$ cat src/rtl/cq_post_pkg.sv
package cq_post_pkg;

   localparam int ENTRY_BITS = 128;
   localparam int CODE_W     = 15;
   localparam int FIELD_W    = 16;

   typedef struct packed {
      logic [CODE_W-1:0]  code;
      logic [FIELD_W-1:0] cid;
      logic [FIELD_W-1:0] sqid;
      logic [FIELD_W-1:0] sqhd;
   } cq_cpl_t;

   // upper half holds status word, id fields; lower half is the unused result area
   function automatic logic [ENTRY_BITS-1:0] pack_entry(input cq_cpl_t c, input logic ph);
      pack_entry = {c.code, ph, c.cid, c.sqid, c.sqhd, 64'h0};
   endfunction

endpackage

$ cat src/rtl/cq_ring_ptr.sv
module cq_ring_ptr #(
   parameter int QPTR_W = 4,
   parameter int SZ_W   = QPTR_W + 1
) (
   input  logic              clk,
   input  logic              rst,
   input  logic              create,
   input  logic [SZ_W-1:0]   size_in,
   input  logic              adv,
   input  logic              db_valid,
   input  logic [QPTR_W-1:0] db_head,
   output logic [QPTR_W-1:0] tail,
   output logic [QPTR_W-1:0] head,
   output logic              phase,
   output logic [SZ_W-1:0]   size_q,
   output logic              full
);
   localparam logic [SZ_W-1:0] RST_SIZE = SZ_W'(1) << QPTR_W;

   logic [SZ_W-1:0]   tail_inc;
   logic              wrap;
   logic [QPTR_W-1:0] tail_nxt;
   logic              db_ok;

   always_comb begin
      tail_inc = {1'b0, tail} + SZ_W'(1);
      wrap     = (tail_inc == size_q);
      tail_nxt = wrap ? '0 : tail_inc[QPTR_W-1:0];
      full     = (tail_nxt == head);
      db_ok    = db_valid && ({1'b0, db_head} < size_q);
   end

   always_ff @(posedge clk) begin
      if (rst) begin
         tail   <= '0;
         head   <= '0;
         phase  <= 1'b1;
         size_q <= RST_SIZE;
      end else if (create) begin
         tail   <= '0;
         head   <= '0;
         phase  <= 1'b1;
         size_q <= size_in;
      end else begin
         if (adv) begin
            tail <= tail_nxt;
            if (wrap) phase <= ~phase;
         end
         if (db_ok) head <= db_head;
      end
   end
endmodule

$ cat src/rtl/cq_entry_fmt.sv
module cq_entry_fmt
   import cq_post_pkg::*;
#(
   parameter int ADDR_W = 32,
   parameter int QPTR_W = 4,
   parameter int ESZ_W  = 3
) (
   input  logic [ADDR_W-1:0]     base,
   input  logic [QPTR_W-1:0]     tail,
   input  logic [ESZ_W-1:0]      esz_log2,
   input  logic                  phase,
   input  cq_cpl_t               cpl,
   output logic [ADDR_W-1:0]     addr,
   output logic [ENTRY_BITS-1:0] data
);
   always_comb begin
      addr = base + (ADDR_W'(tail) << esz_log2);
      data = pack_entry(cpl, phase);
   end
endmodule

$ cat src/rtl/cq_irq_gen.sv
module cq_irq_gen (
   input  logic clk,
   input  logic rst,
   input  logic enable,
   input  logic fire,
   output logic irq
);
   logic post_q;

   always_ff @(posedge clk) begin
      if (rst) begin
         post_q <= 1'b0;
         irq    <= 1'b0;
      end else begin
         post_q <= fire;
         irq    <= enable && post_q && !fire;
      end
   end
endmodule

$ cat src/rtl/cq_post_engine.sv
module cq_post_engine
   import cq_post_pkg::*;
#(
   parameter int ADDR_W         = 32,
   parameter int QPTR_W         = 4,
   parameter int ESZ_W          = 3,
   parameter int FIXED_ESZ_LOG2 = 0,
   parameter int RST_ESZ_LOG2   = 4
) (
   input  logic                  clk,
   input  logic                  rst,
   input  logic                  cfg_create,
   input  logic [ADDR_W-1:0]     cfg_base,
   input  logic [QPTR_W:0]       cfg_size,
   input  logic [ESZ_W-1:0]      cfg_esz_log2,
   input  logic                  cfg_irq_en,
   input  logic                  cpl_valid,
   output logic                  cpl_ready,
   input  logic [15:0]           cpl_cid,
   input  logic [15:0]           cpl_sqid,
   input  logic [15:0]           cpl_sqhd,
   input  logic [14:0]           cpl_code,
   input  logic                  db_valid,
   input  logic [QPTR_W-1:0]     db_head,
   output logic                  mem_valid,
   input  logic                  mem_ready,
   output logic [ADDR_W-1:0]     mem_addr,
   output logic [ENTRY_BITS-1:0] mem_data,
   output logic                  ring_full,
   output logic                  ring_not_empty,
   output logic                  irq
);
   localparam int SZ_W = QPTR_W + 1;

   if (QPTR_W < 1 || QPTR_W > 16) begin : g_bad_qptr
      $error("QPTR_W out of range");
   end
   if (ESZ_W < 1 || ADDR_W < 8) begin : g_bad_width
      $error("ESZ_W or ADDR_W too small");
   end
   if (FIXED_ESZ_LOG2 >= (1 << ESZ_W) || RST_ESZ_LOG2 >= (1 << ESZ_W)) begin : g_bad_esz
      $error("entry size exponent does not fit ESZ_W");
   end

   logic [QPTR_W-1:0] tail;
   logic [QPTR_W-1:0] head;
   logic              phase;
   logic [SZ_W-1:0]   size_q;
   logic [ADDR_W-1:0] base_q;
   logic [ESZ_W-1:0]  esz_cfg_q;
   logic [ESZ_W-1:0]  esz_use;
   logic              irq_en_q;
   logic              fire;
   cq_cpl_t           cpl;

   always_ff @(posedge clk) begin
      if (rst) begin
         base_q    <= '0;
         esz_cfg_q <= ESZ_W'(RST_ESZ_LOG2);
         irq_en_q  <= 1'b0;
      end else if (cfg_create) begin
         base_q    <= cfg_base;
         esz_cfg_q <= cfg_esz_log2;
         irq_en_q  <= cfg_irq_en;
      end
   end

   if (FIXED_ESZ_LOG2 > 0) begin : g_esz_fixed
      logic unused_esz;
      assign unused_esz = ^esz_cfg_q;
      assign esz_use    = ESZ_W'(FIXED_ESZ_LOG2);
   end else begin : g_esz_cfg
      assign esz_use = esz_cfg_q;
   end

   assign cpl       = '{code: cpl_code, cid: cpl_cid, sqid: cpl_sqid, sqhd: cpl_sqhd};
   assign mem_valid = cpl_valid && !ring_full;
   assign cpl_ready = mem_ready && !ring_full;
   assign fire      = mem_valid && mem_ready;
   assign ring_not_empty = (tail != head);

   cq_ring_ptr #(.QPTR_W(QPTR_W), .SZ_W(SZ_W)) u_ring (
      .clk      (clk),
      .rst      (rst),
      .create   (cfg_create),
      .size_in  (cfg_size),
      .adv      (fire),
      .db_valid (db_valid),
      .db_head  (db_head),
      .tail     (tail),
      .head     (head),
      .phase    (phase),
      .size_q   (size_q),
      .full     (ring_full)
   );

   cq_entry_fmt #(.ADDR_W(ADDR_W), .QPTR_W(QPTR_W), .ESZ_W(ESZ_W)) u_fmt (
      .base     (base_q),
      .tail     (tail),
      .esz_log2 (esz_use),
      .phase    (phase),
      .cpl      (cpl),
      .addr     (mem_addr),
      .data     (mem_data)
   );

   cq_irq_gen u_irq (
      .clk    (clk),
      .rst    (rst),
      .enable (irq_en_q),
      .fire   (fire),
      .irq    (irq)
   );
endmodule

$ cat config.mk
export PLATFORM = sky130hd
export DESIGN_NAME = cq_post_engine
export DESIGN_NICKNAME = d
export VERILOG_FILES = /design/src/rtl/cq_post_pkg.sv /design/src/rtl/cq_ring_ptr.sv /design/src/rtl/cq_entry_fmt.sv /design/src/rtl/cq_irq_gen.sv /design/src/rtl/cq_post_engine.sv
export SDC_FILE = /design/constraint.sdc
export NUM_CORES = 1
export LEC_CHECK = 0
export BUFFER_PORTS_ARGS = -buffer_cell sky130_fd_sc_hd__buf_2
export CAP_MARGIN = 0
export CORE_ASPECT_RATIO = 0.8
export CORE_MARGIN = 5
export CORE_UTILIZATION = 44
export CTS_BUF_LIST = sky130_fd_sc_hd__clkbuf_8
export CTS_CLUSTER_SIZE = 20
export DETAILED_ROUTE_END_ITERATION = 10
export PLACE_DENSITY = 0.85
export REMOVE_ABC_BUFFERS = 1
export SYNTH_ARGS = -nofsm -noshare
export SYNTH_HDL_FRONTEND = slang
export SYNTH_SLANG_ARGS = --single-unit
export TNS_END_PERCENT = 5
$ cat constraint.sdc
create_clock -name clk -period 3.1 [get_ports clk]
set_input_delay 0.155 -clock clk [delete_from_list [all_inputs] [get_ports clk]]
set_output_delay 0.155 -clock clk [all_outputs]
set_load 0.02 [all_outputs]
==> out/results.ini <==
[outcome]
status=finished, violations left
violations=setup timing

[sta]
tns_ns=-0.212
fmax_mhz=319
hold_slack_ns=0.0725
rsz0062_at_grt=yes
final.period_utilization_pct=101
hold_viol_final=0
fin_skew_ns=0.00457
fin_ws_ns=-0.0383
slew_viol_final=0
min_period_ns=3.14
tightest_slew_ns=0.520
slew_headroom_pct=65.3
setup_violations=11

[routing]
top_layer_used=met5
dr.pass1.iters=6
wl_per_cell_um=21.7
num_vias=3301
vias_per_cell=4.93
drt_wl_total_um=14500
drc_errors=0
dr_wl_met3_um=3040
wl_met2_um=6130
ant_nets=0
wl_met1_um=5090
drt_iter0_markers=164

[worst_setup_path]
critPathMaxFanout=6
crit_path_end_kind=output pin
crit-reg2reg-launch=u_ring.tail[1]
path_class=flop to output pin
rrSetupSlack_ns=0.73
crit_arrival_ns=2.98
cp-start-kind=flop
cp.required_ns=2.94
rr_worst_depth=9
reg2reg_to=u_ring.tail[3]

[grt]
grt_pass1_vias=3067
grt_pass1_wl_um=20100
grt_antenna_before_repair=0
grt.total_usage_pct=23.2
overflow=0
grt_max_degree=39

[place]
gp_congestion=0.954
portBuffers=88
dp_cells=645
dp_hpwl_um=11800

[job]
drv_cap=0

[synthesis]
ys_types=53
synthCells=513
seq_area_frac_synth_pct=24.5
async_flop_share_pct=0
synth_edf_count=0
syn_area_um2=4250
synth_flop_cell=dfxtp_1
synth_warnings=0
synth_area_per_cell_um2=8.29
ys_seq_elements=52

[pwr]
p_per_area_nw_per_um2=334
peakVddDrop_uv=181
leakage_uw=0.00219

[die]
coreArea_um2=9530
dieWidth_um=120
ios=279
fp.dieArea_um2=11700
start_util_pct=44.6
die_h_um=97.9
rows=32

[clock_network]
cts_root_buf=clkbuf_8
htree_levels=2
cts-buffers-inserted=5
clkTransAtPathRegs_ns=0.09
holdBufCountCts=0
clk-insertion-delay-late_ns=0.31
numClockSinks=52
cts_buffer_depth=2
cts_tree=yes

[finish]
drive_above_1_share_pct=30.9
nNetsFinal=680
fillers=927
finalNonFillerCells=669
antennaDiodeCount=0
final_util_pct=48.7
syn2layout_area_growth_pct=9.06

[min_path]
worstHoldStart=cfg_size[4]
worst_hold_path_type=primary input to flop
hold_depth=3
min_to=u_ring.size_q[4]

[worst max-delay path by stage]
stage | from | end | slack [ns]
after global routing | u_ring.tail[3] | mem_addr[27] | -0.20
after detailed placement | esz_cfg_q[0] | mem_addr[22] | 0.06
after CTS | esz_cfg_q[0] | mem_addr[28] | -0.009
after global placement | esz_cfg_q[0] | mem_addr[28] | 0.11
after floorplan | esz_cfg_q[1] | mem_addr[31] | -0.04
final | esz_cfg_q[0] | mem_addr[27] | -0.04
[timing repair]
action | CTS | global route
pin swaps | 8 | 21
resized for setup | 35 | 40
setup endpoints to repair | 23 | 23
setup buffers | 11 | 6
[critical path: stages, from the launching register on]
cell and delay [ns]:
dfxtp_4 0.39, mux2i_4 0.20, mux2_4 0.30, nor2_2 0.15, ha_4 0.25, a21oi_2 0.16, o21ai_1 0.13, a211oi_1 0.28
o21bai_1 0.12, buf_4 0.18, buf_6 0.14, nand4_1 0.10, xnor2_1 0.12, buf_4 0.16
[per-stage QoR]
stage / setup WS, ns / total power [uW] / instance area [um2]
2_1_floorplan: -0.0402 / 981 / 3430
3_3_place_gp: 0.106 / 1090 / 4090
3_5_place_dp: 0.0602 / 1100 / 4090
4_1_cts: -0.00891 / 1540 / 4410
5_1_grt: -0.204 / 1630 / 4640
6_report: -0.0383 / 1550 / 4640
[layout make-up]
| type | count | area [um2] | area share [%] |
|---|---|---|---|
| well taps | 119 | 149 | 3.21 |
| clock buffers | 7 | 96.3 | 2.08 |
| flip-flops and latches | 52 | 1050 | 22.7 |
| inverters | 16 | 62.6 | 1.35 |
| repair buffers | 115 | 698 | 15.1 |
| multi-input cells | 360 | 2580 | 55.6 |
[where the power goes]
| part | total [uW] | switching, uW | leakage [uW] | internal, uW |
|---|---|---|---|---|
| registers | 744 | 41.2 | 0.000430 | 702 |
| clock network | 421 | 222 | 0.0000503 | 199 |
| logic | 384 | 236 | 0.00171 | 148 |
[kinds of logic (layout without fill, tap and decap cells)]
logic type,Yosys count,in the layout,synth area share [%]
other cells,1,64,0.0882
flops,52,52,24.5
xor+xnor,43,43,8.86
mux,50,50,11.9
compound gates,39,39,6.27
simple gates,148,148,17.1
buf+inv,164,138,26.4
fa+ha+maj,16,16,4.89
[routing by layer]
metal / up-vias / global-route usage, %
met5: - / 9.17
met4: 4 / 3.08
met3: 18 / 24.3
met2: 218 / 32.9
met1: 1477 / 23.8
li1: 1584 / -
[sequential cells by signal, summed over array words and instances (netlist names)]
| name | flops |
|---|---|
| base_q | 32 |
| u_ring.size_q | 5 |
| u_ring.head | 4 |
| u_ring.tail | 4 |
| esz_cfg_q | 3 |
| irq_en_q | 1 |
| u_irq.irq | 1 |
| u_irq.post_q | 1 |
| u_ring.phase | 1 |
[synthesized netlist by cell type, types with 2 or more instances]
cell type  instances  area share [%]
buf_4            129              23
nor2_1            57             5.0
dfxtp_1           52              24
mux2i_1           48              11
nand2_1           33             2.9
xnor2_1           30             6.2
ha_1              15             4.4
inv_1             15             1.3
xor2_1            13             2.7
nand3_1           11             1.3
a21oi_1           10             1.2
clkbuf_1          10            0.88
o21ai_0            9             1.1
nand4_1            8             1.2
and2_1             7             1.0
nand2b_1           5            0.74
nor3_1             5            0.59
o22ai_1            4            0.59
and3_1             3            0.44
and4_1             3            0.62
buf_1              3            0.26
buf_2              3            0.35
nor4_1             3            0.44
o21bai_1           3            0.53
a211oi_1           2            0.35
buf_6              2            0.53
nor2b_1            2            0.29
o211ai_1           2            0.35
or4_1              2            0.35
[cells in the final DEF (no fill, tap or decap), types with 3 or more instances in the layout]
| cell | netlist | layout |
|---|---|---|
| dfxtp_1 | 52 | 47 |
| nor3_1 | 5 | 3 |
| ha_1 | 15 | 10 |
| xnor2_1 | 30 | 27 |
| nand2b_1 | 5 | 4 |
| dfxtp_2 | 0 | 3 |
| conb_1 | 1 | 64 |
| o21ai_1 | 0 | 4 |
| a21oi_1 | 10 | 8 |
| mux2i_1 | 48 | 46 |
| and3_1 | 3 | 3 |
| nand3_1 | 11 | 6 |
| buf_4 | 129 | 44 |
| clkbuf_8 | 0 | 7 |
| nand4_1 | 8 | 8 |
| nand3_4 | 1 | 3 |
| inv_1 | 15 | 15 |
| nand2_1 | 33 | 31 |
| o21bai_1 | 3 | 3 |
| nand3_2 | 0 | 3 |
| and4_1 | 3 | 3 |
| nor2_1 | 57 | 55 |
| and2_1 | 7 | 7 |
| buf_2 | 3 | 69 |
| o21ai_0 | 9 | 4 |
| ha_4 | 0 | 5 |
| xor2_1 | 13 | 13 |
| o22ai_1 | 4 | 4 |
| xnor2_2 | 0 | 3 |
Note: power is estimated with default switching activity, not from simulation.
